File: config.mk
export PLATFORM = sky130hd
export DESIGN_NAME = irq_pin_ctrl
export DESIGN_NICKNAME = d
export VERILOG_FILES = /design/src/rtl/ext_irq_pkg.sv /design/src/rtl/irq_pin_sync.sv /design/src/rtl/irq_ctrl_reg.sv /design/src/rtl/irq_detect.sv /design/src/rtl/irq_pin_ctrl.sv
export SDC_FILE = /design/constraint.sdc
export NUM_CORES = 1
export LEC_CHECK = 0
export BUFFER_PORTS_ARGS = -buffer_cell sky130_fd_sc_hd__buf_2
export CELL_PAD_IN_SITES_DETAIL_PLACEMENT = 2
export CELL_PAD_IN_SITES_GLOBAL_PLACEMENT = 2
export CORE_UTILIZATION = 20
export CTS_CLUSTER_DIAMETER = 120
export DETAILED_ROUTE_END_ITERATION = 7
export PLACE_DENSITY = 0.79
export SLEW_MARGIN = 5
export SYNTH_ARGS = -nofsm -noshare
export SYNTH_HDL_FRONTEND = slang
export SYNTH_SLANG_ARGS = --single-unit
File: constraint.sdc
create_clock -name clk -period 1.34 [get_ports clk]
set_clock_uncertainty 0.15 [all_clocks]
set_input_delay 0.268 -clock clk [delete_from_list [all_inputs] [get_ports clk]]
set_output_delay 0.268 -clock clk [all_outputs]
set_load 0.02 [all_outputs]
File: src/rtl/ext_irq_pkg.sv
package ext_irq_pkg;
  parameter int unsigned CTRL_W   = 8;
  parameter int unsigned EDGE_BIT = 7;
  parameter int unsigned EN_BIT   = 6;

  typedef struct packed {
    logic edge_sel;
    logic enable;
  } irq_cfg_t;
endpackage

File: src/rtl/irq_pin_sync.sv
module irq_pin_sync #(
  parameter int unsigned STAGES = 2
) (
  input  logic clk,
  input  logic rst_n,
  input  logic pin_n,
  output logic sync_n
);
  logic [STAGES-1:0] chain_q;

  generate
    if (STAGES == 1) begin : g_single
      always_ff @(posedge clk or negedge rst_n) begin
        if (!rst_n) chain_q <= '1;
        else        chain_q <= pin_n;
      end
    end else begin : g_chain
      always_ff @(posedge clk or negedge rst_n) begin
        if (!rst_n) chain_q <= '1;
        else        chain_q <= {chain_q[STAGES-2:0], pin_n};
      end
    end
  endgenerate

  assign sync_n = chain_q[STAGES-1];
endmodule

File: src/rtl/irq_ctrl_reg.sv
module irq_ctrl_reg
  import ext_irq_pkg::*;
(
  input  logic                  clk,
  input  logic                  rst_n,
  input  logic                  special_mode,
  input  logic                  wr_en,
  input  logic [CTRL_W-1:0]     wdata,
  output irq_cfg_t              cfg,
  output logic                  locked
);
  irq_cfg_t cfg_q;
  logic     lock_q;

  always_ff @(posedge clk or negedge rst_n) begin
    if (!rst_n) begin
      cfg_q.edge_sel <= 1'b0;
      cfg_q.enable   <= 1'b1;
      lock_q         <= 1'b0;
    end else if (wr_en) begin
      cfg_q.enable <= wdata[EN_BIT];
      if (special_mode || !lock_q)
        cfg_q.edge_sel <= wdata[EDGE_BIT];
      if (!special_mode)
        lock_q <= 1'b1;
    end
  end

  assign cfg    = cfg_q;
  assign locked = lock_q;
endmodule

File: src/rtl/irq_detect.sv
module irq_detect (
  input  logic clk,
  input  logic rst_n,
  input  logic sync_n,
  input  logic edge_mode,
  input  logic enable,
  input  logic ack,
  output logic fall,
  output logic pending,
  output logic req
);
  logic prev_q;
  logic pend_q;

  always_ff @(posedge clk or negedge rst_n) begin
    if (!rst_n) prev_q <= 1'b1;
    else        prev_q <= sync_n;
  end

  assign fall = prev_q & ~sync_n;

  // a new edge outranks a simultaneous acknowledge
  always_ff @(posedge clk or negedge rst_n) begin
    if (!rst_n)                pend_q <= 1'b0;
    else if (edge_mode && fall) pend_q <= 1'b1;
    else if (ack)              pend_q <= 1'b0;
  end

  assign pending = pend_q;
  assign req     = enable & (edge_mode ? pend_q : ~sync_n);
endmodule

File: src/rtl/irq_pin_ctrl.sv
module irq_pin_ctrl
  import ext_irq_pkg::*;
#(
  parameter int unsigned SYNC_STAGES = 2
) (
  input  logic              clk,
  input  logic              rst_n,
  input  logic              special_mode,
  input  logic              bus_cs,
  input  logic              bus_we,
  input  logic [CTRL_W-1:0] bus_wdata,
  output logic [CTRL_W-1:0] bus_rdata,
  input  logic              irq_pin_n,
  input  logic              irq_ack,
  output logic              irq_req
);
  irq_cfg_t cfg;
  logic     wr_lock;
  logic     pin_sync_n;
  logic     fall_det;
  logic     pend_q;
  logic     edge_sel;
  logic     irq_en;

  irq_pin_sync #(.STAGES(SYNC_STAGES)) u_sync (
    .clk    (clk),
    .rst_n  (rst_n),
    .pin_n  (irq_pin_n),
    .sync_n (pin_sync_n)
  );

  irq_ctrl_reg u_reg (
    .clk          (clk),
    .rst_n        (rst_n),
    .special_mode (special_mode),
    .wr_en        (bus_cs & bus_we),
    .wdata        (bus_wdata),
    .cfg          (cfg),
    .locked       (wr_lock)
  );

  assign edge_sel = cfg.edge_sel;
  assign irq_en   = cfg.enable;

  irq_detect u_det (
    .clk       (clk),
    .rst_n     (rst_n),
    .sync_n    (pin_sync_n),
    .edge_mode (edge_sel),
    .enable    (irq_en),
    .ack       (irq_ack),
    .fall      (fall_det),
    .pending   (pend_q),
    .req       (irq_req)
  );

  always_comb begin
    bus_rdata           = '0;
    bus_rdata[EDGE_BIT] = edge_sel;
    bus_rdata[EN_BIT]   = irq_en;
  end
endmodule

==> metrics.txt, run 1 <==
outcome=finished with violations; failing checks=negative setup slack; slowest stage cell, crit path=dfstp_2; Setup crit start kind=flop; RSZ-0062 raised after global routing=yes; DR vias/cell=between 3 and 4; DRT iter0 DRCs=0; first-pass GRT wire length=945 um; Worst VDD drop=0.484 mV; crit path kind=reg -> out; routability cong.=just over 0.6; Die Area=roughly 0.0018 mm^2; initial antenna violation count=0; post-CTS setup buffers=0; met3 usage=between 3 and 4%; top-level port count=24; CTS sink cnt=7; largest area contributor in the netlist=dfstp_2; PortBufs=11; DIE WIDTH=roughly 42 um; WL final=between 500 and 600 um; Yosys reg bits=7; Clock Latency Late Sink=0.24 ns; Critical Path Sink Type=output pin; crit-path cells=o21ai_1, and2_1, buf_6; Max clock buf depth=2; Worst Hold Class=in -> reg; pin count of the biggest net entering global routing=8; wire per inst=roughly 8.7 um; Synth Instances=28; root buf cell=clkbuf_4; CP peak stage delay=0.53 ns; met2 Use GR=10.8%; Row Count=14; Area growth syn-to-layout=29.2%; DRC=0; cts bufs inserted=3; clock transition at the registers of the reported paths=0.05 ns; GRT overflow=0; GRT met1 Usage=8.40%; Avg Inst Size Synth=about 12 um^2; final hold violations=0; Critical Path RT=0.92 ns; core region area=around 0.0015 mm^2; setup violators final=2; initial core utilization=21.6%; CTS H-tree depth=1; final worst slack=-0.165 ns; critical path data arrival time=1.09 ns; FILL cells=178; busiest grt layer=met2; min Tclk post-route=1.51 ns; Synth top area share=32.3%; LEAKAGE=0.202 nW; number of global-route vias before repair=240; Finished Cell Area=420 um^2; top cells by area, synth=dfstp_2 (32%), dfrtp_1 (23%), buf_4 (18%), mux2_4 (4.6%), mux2_2 (3.5%); DP Area=367 um^2; via count=around 220; Cell variety after synth=14; Power per Cell Area=1320 mW/mm^2; GRT Util Overall=7.35%; Synthesis Warnings=0; number of antenna diodes=0; fin cells=between 50 and 60; layout cells sized above 1=~56%; placed insts=53; fin crit share=112%; Syn Std Cell Area=325 um^2; DR pass1 iterations=1; fmax=0.664 GHz; Chip Height=between 40 and 50 um; Nets=~60; Seq/Total Area, Yosys=between 50% and 60%; Post-DP HPWL=440 um; post-route ant nets=0; TritonCTS clock tree=done; crit path max fanout=2; max cap viols=0; Slew Viols, Final=0
[where the power goes]
group,internal [mW],switching [mW]
Combinational,0.0511,0.0606
Sequential,0.240,0.0154
Clock,0.113,0.0726
Total,0.404,0.149
[metal layers]
metal / part of all wire (%) / up-vias / wire, um
li1: - / 106 / -
met1: 43 / 100 / 219
met2: 51 / 9 / 261
met3: 6.6 / 0 / 34
met4: 0 / 0 / 0
met5: 0 / - / 0
[through the flow]
stage | hold slack, ns | utilization, % | setup TNS [ns] | power (mW) | worst slack, ns
after floorplan | -0.178 | - | 0 | 0.347 | 0.129
after global placement | -0.0475 | 24.3 | 0 | 0.356 | 0.0387
after detailed placement | -0.0416 | 24.3 | 0 | 0.361 | 0.0304
after CTS | 0.0621 | 27.8 | -0.214 | 0.567 | -0.192
after global routing | 0.0606 | 27.9 | -0.268 | 0.594 | -0.224
final | 0.0671 | 27.9 | -0.169 | 0.553 | -0.165
[critical path: cells and delay by family (launching register included)]
kind            cells  cell delay (ns)
flops               1             0.53
simple gates        1             0.14
compound gates      1             0.05
buf+inv             1             0.13
[state kept, by name, indices dropped and copies added (netlist names)]
name            count
u_reg.locked        1
u_sync.chain_q      2
u_det.pending       1
u_det.prev_q        1
u_reg.cfg           2
[cell usage after synthesis, drive strengths merged]
| cell type | number |
|---|---|
| dfrtp | 3 |
| dfstp | 4 |
| a21oi | 1 |
| and2 | 1 |
| inv | 2 |
| o21bai | 1 |
| o21ai | 1 |
| mux2 | 2 |
| conb | 1 |
| o22ai | 1 |
| buf | 8 |
| nand2 | 3 |
[placed cells by master, fill, tap and decap left out, drive strengths merged]
cell type	instances
buf	12
conb	6
dfstp	4
clkbuf	4
nand2	3
dfrtp	3
inv	2
dlygate4sd3	2
mux2	2
o21ai	1
and2	1
o21bai	1
a21oi	1
o22ai	1
[cell type report]
type                    instances  area, um^2  area share [%]
clock buffers                   4        26.3            6.25
inverters                       2        7.51            1.79
multi-input cells              16        96.3            22.9
flip-flops and latches          7         181            43.2
well taps                      16        20.0            4.76
repair buffers                 14        88.8            21.1
[final timing paths]
| check | start | endpoint | slack, ns | depth (start not counted) |
|---|---|---|---|---|
| hold reg to reg | u_sync.chain_q[0]$_DFF_PN1_ | u_sync.chain_q[1]$_DFF_PN1_ | 0.21 | 0 |
| setup reg to reg | u_reg.locked$_DFFE_PN0P_ | u_reg.cfg[1]$_DFFE_PN0P_ | 0.25 | 2 |
| max in group asynchronous | rst_n | u_det.prev_q$_DFF_PN1_ | 0.59 | 2 |
| min in group asynchronous | rst_n | u_reg.locked$_DFFE_PN0P_ | 0.23 | 2 |
| setup / recovery | u_sync.chain_q[1]$_DFF_PN1_ | irq_req | -0.17 | 3 |
| hold / removal | irq_ack | u_det.pending$_DFFE_PN0P_ | 0.07 | 2 |
[timing repair]
item | in CTS | in global routing
hold buffers | 2 | 0
gates resized for setup | 3 | 1
pin swaps | 2 | 0
endpoints found under the setup margin | 2 | 2
endpoints found under the hold margin | 8 | 0
[logic make-up after synthesis]
| kind of cell | count (synthesis) | synth area share [%] |
|---|---|---|
| AO/OA/AOI/OAI | 4 | 8.46 |
| buffers and inverters | 10 | 20.8 |
| flip-flops | 7 | 55.4 |
| multiplexers | 2 | 8.08 |
| other | 1 | 1.15 |
| AND/OR/NAND/NOR | 4 | 6.16 |
Power figures use the tool's default switching activity.
==> inputs of run 2 (changes only) <==
Settings changed: CORE_UTILIZATION 20 to 18, CTS_CLUSTER_SIZE set to 24, PLACE_DENSITY 0.79 to 0.75.
Clock period 1.34 ns to 1.31 ns, I/O delays scaled along.
==> run 2 against run 1 <==
The run still ends with negative setup slack left. Final cell count increased by 17%. Core utilization about the same. Largest power group unchanged. Count of clock-buffer cells in the layout unchanged. Final area increased by 5.7%. Routed wire length increased by 11%. Sequential cell count unchanged.
==> metrics.txt, run 2 (same netlist as run 1, synthesis figures left out) <==
R2R depth=2 (unchanged); critical path data arrival time=1.10 ns (about the same); via count=220 (+2.3%); DIE WIDTH=44.5 um (+5.2%); DRC=0 (unchanged); routability cong.=0.595 (-3.8%); Chip Height=44.5 um (+5.2%); DR vias/cell=3.19 (-13%); root buf cell=clkbuf_4; outcome=finished with violations; CTS H-tree depth=1 (unchanged); Setup TNS=-0.241 ns (-0.0724 ns); Setup crit start kind=flop; number of global-route vias before repair=250 (+4.2%); CTS sink cnt=7 (unchanged); fmax=0.660 GHz; fin crit share=116%; clock transition at the registers of the reported paths=0.05 ns (about the same); Worst Hold Path Cells=2 (unchanged); Worst Hold Class=in -> reg; GRT Util Overall=7.85% (+0.51 points); Total Power=0.580 mW (+4.9%); DR pass1 iterations=2 (+1); first-pass GRT wire length=1010 um (+6.6%); most frequent cells in the layout=buf_2 (10), conb_1 (6), dfstp_2 (4); top-level port count=24 (unchanged); pin count of the biggest net entering global routing=8 (unchanged); cts bufs inserted=3 (unchanged); setup slack, reg-to-reg=0.21 ns (-0.04 ns); failing checks=negative setup slack; FF-to-FF End=u_reg.cfg[1]$_DFFE_PN0P_; Seq. cell area=180 um^2 (-0.69%); core region area=0.00159 mm^2 (+5.8%); initial core utilization=20.4% (-1.2 points); PortBufs=11 (unchanged); LEAKAGE=0.213 nW (+5.3%); Row Count=14 (unchanged); commonest non-fill, non-tap cell in the layout=buf_2; post-route ant nets=0 (unchanged); DRT iter0 DRCs=2 (+2); final hold violations=0 (unchanged); final hold slack=0.0552 ns (-0.0120 ns); Critical Path Sink Type=output pin; setup violators final=2 (unchanged); Post-DP HPWL=429 um (-2.7%); RSZ-0062 raised after global routing=yes; Critical Path RT=0.90 ns (-0.02 ns); pre-CTS setup slack=0.0164 ns (-0.0140 ns); Hold Path End=u_reg.locked$_DFFE_PN0P_; TritonCTS clock tree=done; Nets=61 (+3.4%); r2r startpoint=u_reg.locked$_DFFE_PN0P_; Die Area=0.00198 mm^2 (+11%); Area growth syn-to-layout=36.5%; max cap viols=0 (unchanged); post-layout util=27.9% (-0.042 points); min Tclk post-route=1.52 ns; wire per inst=8.30 um (-4.9%); crit path kind=reg -> out; multi-input logic area=96.3 um^2 (unchanged); Clock Latency Late Sink=0.25 ns (about the same); WL final=573 um (+11%); Hold Startpoint=special_mode; Max clock buf depth=2 (unchanged); final worst slack=-0.205 ns (-0.0403 ns); layout cells sized above 1=55.6% (-0.26 points); GRT overflow=0 (unchanged); Worst VDD drop=0.731 mV (+51%); Power per Cell Area=1310 mW/mm^2 (-0.69%); crit path max fanout=2 (unchanged); FILL cells=186 (+4.5%); number of antenna diodes=0 (unchanged); initial antenna violation count=0 (unchanged); Slew Viols, Final=0 (unchanged)
[run 2: cell types whose count changed in the layout (fill, tap and decap cells not counted)]
| cell | delta |
|---|---|
| buf_4 | +2 |
| dfrtp_1 | +1 |
| dfrtp_2 | -1 |
[run 2: per-layer routing]
metal	share of wire [%]	track usage, %	vias up
li1	-	-	108
met2	49	12.1	11
met1	42	7.77	101
met4	0	5.45	0
met5	0	0	-
met3	8.6	4.90	0
[run 2: where the power goes]
part / internal (mW) / total, mW / switching (mW)
clock network: 0.116 / 0.192 / 0.0760
logic: 0.0617 / 0.128 / 0.0661
registers: 0.244 / 0.260 / 0.0161
[run 2: area by class of cell]
type                            instances  share of cell area, %
Sequential cell                         7                   40.6
Timing Repair Buffer                   16                   23.4
Clock buffer                            4                   5.92
Tap cell                               24                   6.76
Inverter                                2                   1.69
Multi-Input combinational cell         16                   21.7
[run 2: what timing repair did]
item	in CTS	in global routing
buffers inserted	0	2
hold buffers	2	0
endpoints found under the hold margin	8	0
gates cloned	0	0
resized for setup	3	0
pin swaps	2	0
setup endpoints to repair	2	3
[run 2: worst max-delay path by stage]
stage | from | to | cells past startpoint
2_1_floorplan | u_sync.chain_q[1]$_DFF_PN1_ | irq_req | 2
6_report | u_sync.chain_q[1]$_DFF_PN1_ | irq_req | 3
3_3_place_gp | u_sync.chain_q[1]$_DFF_PN1_ | irq_req | 3
3_5_place_dp | u_sync.chain_q[1]$_DFF_PN1_ | irq_req | 3
5_1_grt | u_sync.chain_q[1]$_DFF_PN1_ | irq_req | 3
4_1_cts | u_sync.chain_q[1]$_DFF_PN1_ | irq_req | 3
[run 2: critical path: stages, from the launching register on]
cell and delay (ns):
dfstp_2 0.54, o21ai_1 0.05, and2_1 0.14, buf_6 0.13
[run 2: through the flow]
step	area, um^2	instances
floorplan	344	33
global placement	377	61
detailed placement	377	61
CTS	429	67
global route	444	69
finish	444	69
